$ cat src/rtl/nor_erase_seq.sv
module nor_erase_seq #(
  parameter int AW      = 24,
  parameter int T_AS    = 2,
  parameter int T_WP    = 3,
  parameter int T_WPH   = 2,
  parameter int T_WC    = 8,
  parameter int T_BUSY  = 6,
  parameter int T_ACC   = 3,
  parameter int T_GAP   = 2,
  parameter int TIMEOUT = 100000
) (
  input  logic          clk,
  input  logic          rst_n,
  input  logic          req_valid,
  input  logic          req_sector,
  input  logic          req_poll,
  input  logic [AW-1:0] req_addr,
  output logic          req_ready,
  output logic          done,
  output logic          err,
  output logic [AW-1:0] flash_a,
  output logic [15:0]   flash_dq_o,
  output logic          flash_dq_oe,
  input  logic [15:0]   flash_dq_i,
  output logic          flash_ce_n,
  output logic          flash_we_n,
  output logic          flash_oe_n,
  input  logic          flash_busy_n
);

  localparam int HOLD = (T_WC - T_AS - T_WP > T_WPH) ? (T_WC - T_AS - T_WP) : T_WPH;
  localparam int M1 = (T_AS > T_WP) ? T_AS : T_WP;
  localparam int M2 = (M1 > HOLD) ? M1 : HOLD;
  localparam int M3 = (M2 > T_BUSY) ? M2 : T_BUSY;
  localparam int M4 = (M3 > T_ACC) ? M3 : T_ACC;
  localparam int M5 = (M4 > T_GAP) ? M4 : T_GAP;
  localparam int CW = $clog2(M5 + 1);
  localparam int TW = $clog2(TIMEOUT + 1);

  typedef enum logic [3:0] {
    S_IDLE, S_WSET, S_WLOW, S_WHOLD, S_BDLY, S_WRDY, S_RACC, S_RGAP
  } st_t;

  st_t           state;
  logic [2:0]    step;
  logic [CW-1:0] cnt;
  logic [TW-1:0] tmo;
  logic          is_sec, use_poll, dq5_seen;
  logic [AW-1:0] sa;
  logic          busy_s1, busy_s2;

  wire tmo_hit  = tmo >= TW'(TIMEOUT - 1);
  wire cnt_zero = cnt == '0;

  assign req_ready = state == S_IDLE;

  function automatic logic [AW+15:0] cmd(input logic [2:0] s, input logic sec,
                                         input logic [AW-1:0] addr);
    case (s)
      3'd0, 3'd3: cmd = {AW'(11'h555), 16'h00AA};
      3'd1, 3'd4: cmd = {AW'(11'h2AA), 16'h0055};
      3'd2:       cmd = {AW'(11'h555), 16'h0080};
      default:    cmd = sec ? {addr, 16'h0030} : {AW'(11'h555), 16'h0010};
    endcase
  endfunction

  always_ff @(posedge clk or negedge rst_n) begin
    if (!rst_n) begin
      busy_s1 <= 1'b1;
      busy_s2 <= 1'b1;
    end else begin
      busy_s1 <= flash_busy_n;
      busy_s2 <= busy_s1;
    end
  end

  always_ff @(posedge clk or negedge rst_n) begin
    if (!rst_n) begin
      state       <= S_IDLE;
      step        <= '0;
      cnt         <= '0;
      tmo         <= '0;
      is_sec      <= 1'b0;
      use_poll    <= 1'b0;
      dq5_seen    <= 1'b0;
      sa          <= '0;
      done        <= 1'b0;
      err         <= 1'b0;
      flash_a     <= '0;
      flash_dq_o  <= '0;
      flash_dq_oe <= 1'b0;
      flash_ce_n  <= 1'b1;
      flash_we_n  <= 1'b1;
      flash_oe_n  <= 1'b1;
    end else begin
      done <= 1'b0;
      err  <= 1'b0;
      case (state)
        S_IDLE: if (req_valid) begin
          is_sec      <= req_sector;
          use_poll    <= req_poll;
          sa          <= req_addr;
          step        <= '0;
          {flash_a, flash_dq_o} <= cmd(3'd0, req_sector, req_addr);
          flash_ce_n  <= 1'b0;
          flash_dq_oe <= 1'b1;
          cnt         <= CW'(T_AS - 1);
          state       <= S_WSET;
        end
        S_WSET: if (cnt_zero) begin
          flash_we_n <= 1'b0;
          cnt        <= CW'(T_WP - 1);
          state      <= S_WLOW;
        end else cnt <= cnt - 1'b1;
        S_WLOW: if (cnt_zero) begin
          flash_we_n <= 1'b1;
          cnt        <= CW'(HOLD - 1);
          state      <= S_WHOLD;
        end else cnt <= cnt - 1'b1;
        S_WHOLD: if (cnt_zero) begin
          if (step == 3'd5) begin
            flash_ce_n  <= 1'b1;
            flash_dq_oe <= 1'b0;
            tmo         <= '0;
            dq5_seen    <= 1'b0;
            cnt         <= CW'(T_BUSY - 1);
            state       <= S_BDLY;
          end else begin
            step  <= step + 3'd1;
            {flash_a, flash_dq_o} <= cmd(step + 3'd1, is_sec, sa);
            cnt   <= CW'(T_AS - 1);
            state <= S_WSET;
          end
        end else cnt <= cnt - 1'b1;
        S_BDLY: if (cnt_zero) begin
          if (use_poll) begin
            flash_a    <= sa;
            flash_ce_n <= 1'b0;
            flash_oe_n <= 1'b0;
            cnt        <= CW'(T_ACC - 1);
            state      <= S_RACC;
          end else state <= S_WRDY;
        end else cnt <= cnt - 1'b1;
        S_WRDY: begin
          if (!tmo_hit) tmo <= tmo + 1'b1;
          if (busy_s2) begin
            done  <= 1'b1;
            state <= S_IDLE;
          end else if (tmo_hit) begin
            err   <= 1'b1;
            state <= S_IDLE;
          end
        end
        S_RACC: begin
          if (!tmo_hit) tmo <= tmo + 1'b1;
          if (cnt_zero) begin
            flash_ce_n <= 1'b1;
            flash_oe_n <= 1'b1;
            if (flash_dq_i[7]) begin
              done  <= 1'b1;
              state <= S_IDLE;
            end else if (tmo_hit || (flash_dq_i[5] && dq5_seen)) begin
              err   <= 1'b1;
              state <= S_IDLE;
            end else begin
              dq5_seen <= dq5_seen | flash_dq_i[5];
              cnt      <= CW'(T_GAP - 1);
              state    <= S_RGAP;
            end
          end else cnt <= cnt - 1'b1;
        end
        S_RGAP: begin
          if (!tmo_hit) tmo <= tmo + 1'b1;
          if (cnt_zero) begin
            flash_ce_n <= 1'b0;
            flash_oe_n <= 1'b0;
            cnt        <= CW'(T_ACC - 1);
            state      <= S_RACC;
          end else cnt <= cnt - 1'b1;
        end
        default: state <= S_IDLE;
      endcase
    end
  end

  a_r6_oe_high_in_write: assert property (@(posedge clk) disable iff (!rst_n)
    !flash_we_n |-> flash_oe_n);

  a_r5_bus_stable_we_low: assert property (@(posedge clk) disable iff (!rst_n)
    (!flash_we_n && $past(!flash_we_n)) |-> ($stable(flash_a) && $stable(flash_dq_o)));

  a_r5_we_under_ce: assert property (@(posedge clk) disable iff (!rst_n)
    $fell(flash_we_n) |-> !flash_ce_n);

  a_r8_no_contention: assert property (@(posedge clk) disable iff (!rst_n)
    !flash_oe_n |-> !flash_dq_oe);

  a_r7_done_err_exclusive: assert property (@(posedge clk) disable iff (!rst_n)
    !(done && err));

  a_r11_busy_not_ready: assert property (@(posedge clk) disable iff (!rst_n)
    !flash_ce_n |-> !req_ready);

  a_r7_single_pulse: assert property (@(posedge clk) disable iff (!rst_n)
    (done || err) |=> !(done || err));

endmodule

$ cat config.mk
export PLATFORM = sky130hd
export DESIGN_NAME = nor_erase_seq
export DESIGN_NICKNAME = d
export VERILOG_FILES = /design/src/rtl/nor_erase_seq.sv
export SDC_FILE = /design/constraint.sdc
export NUM_CORES = 1
export LEC_CHECK = 0
export BUFFER_PORTS_ARGS = -buffer_cell sky130_fd_sc_hd__buf_4
export CAP_MARGIN = 20
export CELL_PAD_IN_SITES_DETAIL_PLACEMENT = 0
export CELL_PAD_IN_SITES_GLOBAL_PLACEMENT = 1
export CORE_MARGIN = 4
export CORE_UTILIZATION = 42
export DETAILED_ROUTE_END_ITERATION = 12
export GPL_TIMING_DRIVEN = 0
export HOLD_SLACK_MARGIN = 0.08
export PLACE_DENSITY = 0.8
export SLEW_MARGIN = 20
export SYNTH_ARGS = -nofsm -noshare
export SYNTH_HDL_FRONTEND = slang
export SYNTH_SLANG_ARGS = --single-unit
$ cat constraint.sdc
create_clock -name clk -period 2.74 [get_ports clk]
set_input_delay 0.137 -clock clk [delete_from_list [all_inputs] [get_ports clk]]
set_output_delay 0.137 -clock clk [all_outputs]
set_load 0.02 [all_outputs]
==> run_results.csv, run 1 <==
group,metric,value,unit
outcome,status,"completed",
placed_design,place_hpwl,7690,µm
global_route,grt_pass1_vias,3780,
power,pwr-share-comb,0.429,
synthesis,yosysSeqAreaShare,0.501,
final_layout,drive_above_1_share,0.271,
sta,period_needed,2480,ps
synthesis,synth_edf_count,0,
critical_path,critPathLaunchType,"flop",
routing,drt.antenna.violating_nets,0,
floorplan,coreArea,0.0104,mm²
critical_path,required,2960,ps
power,leakage,2.63,nW
floorplan,io-pin-count,93,
sta,final_max_slew_viol_count,0,
critical_path,rr_worst_depth,9,
worst_hold_path,hp-class,"primary input to flop",
global_route,grt_usage,0.182,
sta,tightest_slew,806,ps
synthesis,ys_types,52,
sta,finalCritPeriodShare,0.906,
synthesis,synthCells,465,
cts,htreeDepth,3,
placed_design,io_buffer_count,70,
critical_path,worstPathArrival,2700,ps
final_layout,layout_common_cells,"buf_4, dfrtp_1, nand2_1",
sta,tns,0,ps
cts,clockBufferDepth,2,
final_layout,final_nets,641,
power,pwr-share-seq,0.383,
cts,cts_tree,"yes",
global_route,grt_overflow,0,
power,peakVddDrop,0.000638,V
sta,rsz0062_at_grt,"no",
worst_hold_path,hold_depth,4,
placed_design,gp_congestion,0.838,
floorplan,die_y,112,µm
sta,hold_violations,0,
floorplan,die_w,112,µm
routing,wire_per_inst,15.2,µm
global_route,grt_pass1_wl,18600,µm
routing,drc,0,
power,power.share.switching,0.381,
sta,clock.fmax,403,MHz
final_layout,multi_input_area,0.00205,mm²
final_layout,diodes,0,
synthesis,async_flop_share,1.00,
final_layout,fill_cells,969,
cts,clkLatencyLatePin,350,ps
routing,drt_pass1_iterations,4,
worst_hold_path,min_to,"err",
cts,cts_buffers,9,
floorplan,rows,37,
cts,clk_pin_slew_worst_paths,100,ps
final_layout,final_util,0.559,
cts,root_buffer,"clkbuf_8",
routing,viasPerCell,5.16,
power,power_density,894,mW/mm²
synthesis,ys.flop_type,"dfrtp_1",
routing,finalWirelength,11000,µm
synthesis,yosysWarnings,0,
critical_path,r2r-end,"flash_a[8]",
critical_path,cp_max_fo,10,
final_layout,register_area,0.00226,mm²
critical_path,worstSetupPathType,"flop to flop",
floorplan,die-area,0.0125,mm²
power,power_frac_clock,0.188,
routing,drt_iter0_markers,279,
synthesis,synth-seq-cells,90,
critical_path,end_kind,"flop",
critical_path,reg2reg_from,"cnt[0]",
power,power_switching,1.97,mW
synthesis,syn_area_per_cell,9.69,µm²
flow_run,max_cap_viol_count,0,
floorplan,start_util,0.435,
final_layout,syn_to_final_growth,28.5,%
routing,vias,3751,
cts,cts_sinks,90,
sta,skew,15.7,ps
power,intPower,3.21,mW
synthesis,synth.cell_area,0.00451,mm²
critical_path,ff2ff_setup_slack,260,ps
global_route,antenna_found_initial,0,
sta,setup_violations,0,
final_layout,final_common_cell,"buf_4",
global_route,grt_max_degree,91,
sta,slew_headroom,0.462,
worst_hold_path,hold_start,"flash_dq_i[7]",
==> per-stage QoR <==
stage / setup WS [ps] / power, mW / cells / area [µm²] / hold WS (ps)
floorplan: 420 / 3.42 / 472 / 4530 / -159
global placement: 15.0 / 4.08 / 678 / 5230 / 247
detailed placement: -14.5 / 4.15 / 678 / 5230 / 247
CTS: 67.5 / 5.17 / 723 / 5750 / 118
global route: 45.6 / 5.56 / 727 / 5790 / 128
finish: 258 / 5.18 / 727 / 5790 / 137
==> layout make-up <==
| cell class | count | area share |
|---|---|---|
| sequential | 90 | 0.390 |
| multi-input combinational | 336 | 0.355 |
| timing repair buffer | 104 | 0.148 |
| buffer | 35 | 0.0337 |
| tap | 136 | 0.0294 |
| clock buffer | 12 | 0.0285 |
| clock inverter | 4 | 0.00972 |
| inverter | 10 | 0.00648 |
==> Yosys cell counts, types with 3 or more instances <==
| library cell | instances | area share |
|---|---|---|
| mux2i_1 | 7 | 0.016 |
| and3_1 | 5 | 0.0069 |
| buf_2 | 14 | 0.016 |
| dfrtp_1 | 85 | 0.47 |
| nor2b_1 | 13 | 0.018 |
| a21o_1 | 3 | 0.0050 |
| nor2_1 | 34 | 0.028 |
| nand2_1 | 69 | 0.057 |
| inv_1 | 10 | 0.0083 |
| nand3_1 | 15 | 0.017 |
| nand2b_1 | 7 | 0.0097 |
| mux2_2 | 29 | 0.072 |
| o22ai_1 | 4 | 0.0056 |
| dfstp_2 | 5 | 0.029 |
| and4_1 | 4 | 0.0078 |
| nor3_1 | 6 | 0.0067 |
| or3_1 | 3 | 0.0042 |
| a21oi_1 | 32 | 0.036 |
| buf_4 | 12 | 0.020 |
| and2_1 | 6 | 0.0083 |
| o211ai_1 | 3 | 0.0050 |
| a31oi_1 | 6 | 0.0083 |
| o21ai_0 | 41 | 0.046 |
| clkbuf_1 | 10 | 0.0083 |
| ha_1 | 9 | 0.025 |
==> how the worst max path moves through the flow <==
stage | from | end | cells past startpoint
floorplan | step[0] | flash_a[16] | 8
global placement | cnt[0] | flash_a[0] | 10
detailed placement | cnt[0] | flash_a[0] | 10
CTS | cnt[0] | tmo[5] | 9
global route | step[0] | flash_a[23] | 8
finish | cnt[0] | flash_a[8] | 9
==> metal layers <==
layer / up-vias / global-route usage / wire [µm] / part of all wire
met2: 71 / 0.299 / 5490 / 0.50
met3: 4 / 0.0348 / 371 / 0.034
met1: 1829 / 0.250 / 5110 / 0.46
li1: 1847 / - / - / -
met4: 0 / 0.0470 / 69 / 0.0063
met5: - / 0 / 0 / 0
==> state kept, by name, summed over array words and instances, names as in the netlist <==
signal       count
busy_s2          1
flash_ce_n       1
busy_s1          1
step             3
err              1
flash_a         24
flash_oe_n       1
flash_dq_oe      1
use_poll         1
cnt              3
dq5_seen         1
tmo             17
flash_we_n       1
is_sec           1
state            3
flash_dq_o       5
done             1
sa              24
==> critical path, cell delays in order (launching register included) <==
cell and delay [ps]:
dfrtp_1 420, or2_2 320, inv_1 80, ha_1 330
a32oi_1 180, nor2_2 240, a21oi_1 140, buf_2 210
a21oi_2 290, a21oi_1 130
==> power groups by stage <==
stage | sequential [mW] | clock [mW] | combinational, mW
CTS | 1.98 | 1.00 | 2.18
global placement | 1.99 | 0 | 2.09
detailed placement | 2.00 | 0 | 2.14
floorplan | 2.12 | 0 | 1.29
finish | 1.98 | 0.976 | 2.22
global route | 2.04 | 1.06 | 2.46
==> repair_timing <==
| action | in CTS | in global routing |
|---|---|---|
| hold buffers | 29 | 0 |
| resized for setup | 1 | 4 |
| cloned | 0 | 0 |
| setup endpoints to repair | 14 | 34 |
| pin swaps | 0 | 2 |
| hold endpoints to repair | 114 | 0 |
| buffers inserted | 0 | 5 |
==> kinds of logic (layout without fill, tap and decap cells) <==
group,count (synthesis),in the layout,share of synthesized area
mux,36,36,0.0880
other cells,1,8,0.000832
buf+inv,46,165,0.0522
simple gates,175,175,0.190
compound gates,108,108,0.143
fa+ha+maj,9,9,0.0250
flops,90,90,0.501
Note: power is estimated with default switching activity, not from simulation.
==> inputs of run 2 (changes only) <==
--- a/config.mk
+++ b/config.mk
@@ -13,8 +13,8 @@
 export CORE_UTILIZATION = 42
 export DETAILED_ROUTE_END_ITERATION = 12
 export GPL_TIMING_DRIVEN = 0
-export HOLD_SLACK_MARGIN = 0.08
 export PLACE_DENSITY = 0.8
+export REMOVE_ABC_BUFFERS = 1
 export SLEW_MARGIN = 20
 export SYNTH_ARGS = -nofsm -noshare
 export SYNTH_HDL_FRONTEND = slang
==> run_results.csv, run 2 (synthesized netlist as in run 1, its figures left out) <==
group,metric,value,unit
power,leakage,2.48,nW
worst_hold_path,hp-class,"primary input to flop",
critical_path,cp_max_fo,11,
sta,clock.fmax,393,MHz
cts,cts_sinks,90,
worst_hold_path,hold_start,"flash_dq_i[5]",
final_layout,final_area,0.00561,mm²
global_route,grt_usage,0.173,
cts,clkLatencyLatePin,370,ps
floorplan,die_w,112,µm
cts,htreeDepth,3,
routing,finalWirelength,10200,µm
global_route,grt_max_degree,91,
worst_hold_path,min_to,"err",
final_layout,syn_to_final_growth,24.4,%
placed_design,place_inst,643,
sta,fin_ws,197,ps
outcome,status,"completed",
critical_path,required,3030,ps
global_route,grt_pass1_wl,17800,µm
final_layout,diodes,0,
sta,tns,0,ps
sta,setup_violations,0,
critical_path,worstPathArrival,2830,ps
sta,final_max_slew_viol_count,0,
sta,skew,15.0,ps
floorplan,die_y,112,µm
final_layout,top_regs,"flash_a (24), sa (24), tmo (17)",
power,peakVddDrop,0.000558,V
floorplan,rows,37,
placed_design,place_hpwl,6710,µm
floorplan,coreArea,0.0104,mm²
critical_path,worstSetupPathType,"flop to flop",
critical_path,r2r-end,"flash_a[17]",
routing,wire_per_inst,14.9,µm
routing,drt_iter0_markers,182,
placed_design,io_buffer_count,70,
sta,slew_headroom,0.450,
critical_path,rr_worst_depth,8,
floorplan,start_util,0.435,
final_layout,layout_common_cells,"dfrtp_1, buf_4, nand2_1",
sta,rsz0062_at_grt,"yes",
final_layout,final_common_cell,"dfrtp_1",
critical_path,reg2reg_from,"step[0]",
sta,period_needed,2540,ps
final_layout,final_nets,603,
placed_design,dp_slack,-505,ps
worst_hold_path,hold_depth,3,
global_route,antenna_found_initial,0,
sta,tightest_slew,825,ps
final_layout,drive_above_1_share,0.250,
routing,drt_pass1_iterations,4,
flow_run,max_cap_viol_count,0,
global_route,grt_overflow,0,
routing,drt.antenna.violating_nets,0,
final_layout,fill_cells,961,
sta,finalCritPeriodShare,0.928,
final_layout,stdcell_count,689,
cts,cts_buffers,9,
cts,root_buffer,"clkbuf_8",
floorplan,die-area,0.0125,mm²
routing,viasPerCell,5.18,
routing,vias,3570,
sta,hold_violations,0,
cts,cts_tree,"yes",
cts,clockBufferDepth,2,
placed_design,placedInstanceArea,0.00508,mm²
cts,clk_pin_slew_worst_paths,100,ps
routing,drc,0,
global_route,grt_pass1_vias,3726,
placed_design,gp_congestion,0.762,
critical_path,ff2ff_setup_slack,200,ps
critical_path,critPathLaunchType,"flop",
power,power_density,901,mW/mm²
floorplan,io-pin-count,93,
critical_path,end_kind,"flop",
power,totalPowerFinal,5.05,mW
[run 2: cell types whose count changed in the layout (fill, tap and decap cells not counted), moves of 2 or more]
cell	change
dfrtp_2	+2
buf_2	-14
clkbuf_8	-3
dfrtp_1	-2
buf_4	-15
clkbuf_1	-7
[run 2: routing by layer]
layer	vias to the layer above	global-route usage	routed length, µm
li1	1763	-	-
met3	14	0.0538	577
met4	0	0.0487	153
met5	-	0	0
met1	1712	0.223	4630
met2	81	0.282	4870
[run 2: worst max-delay path by stage]
stage                         from           to  slack [ps]  depth (start not counted)
after floorplan             cnt[0]   flash_a[0]        -320                          8
after global placement    state[1]  flash_a[12]       -1450                          5
after detailed placement    cnt[0]   flash_a[1]        -510                          8
after CTS                  step[0]   flash_a[1]         -10                          7
after global routing        cnt[0]   flash_a[1]         -20                          8
final                      step[0]  flash_a[17]         200                          8
[run 2: layout make-up]
| type | instances | area (µm²) | share of cell area |
|---|---|---|---|
| Sequential cell | 90 | 2260 | 0.403 |
| Clock buffer | 10 | 128 | 0.0228 |
| Clock inverter | 6 | 72.6 | 0.0129 |
| Multi-Input combinational cell | 336 | 2090 | 0.372 |
| Tap cell | 136 | 170 | 0.0303 |
| Inverter | 10 | 37.5 | 0.00669 |
| Timing Repair Buffer | 101 | 852 | 0.152 |
[run 2: per-stage QoR]
| stage | hold slack, ps | utilization |
|---|---|---|
| 3_3_place_gp | 248 | 0.485 |
| 2_1_floorplan | -159 | - |
| 3_5_place_dp | 251 | 0.490 |
| 4_1_cts | 2.38 | 0.538 |
| 5_1_grt | 54.7 | 0.541 |
| 6_report | 21.9 | 0.541 |
[run 2: repair_timing]
| item | in CTS | in global routing |
|---|---|---|
| setup endpoints to repair | 29 | 30 |
| buffers inserted | 0 | 2 |
| hold buffers | 28 | 0 |
| hold endpoints to repair | 112 | 0 |
| gates resized for setup | 6 | 5 |
| pin swaps | 0 | 1 |
[run 2: critical path, cell delays in order (launching register included)]
cell	delay, ps
dfrtp_1	430
ha_1	250
ha_1	370
mux2i_2	340
or3b_1	450
o21ai_4	170
buf_4	220
nand2_1	60
o21ai_0	170
[run 2: where the power goes]
group          total [mW]  leakage (nW)  internal (mW)  switching [mW]
sequential           2.07          1.13           1.74           0.328
clock               0.955         0.103          0.436           0.520
combinational        2.03          1.25          0.903            1.13
total                5.05          2.48           3.08            1.97
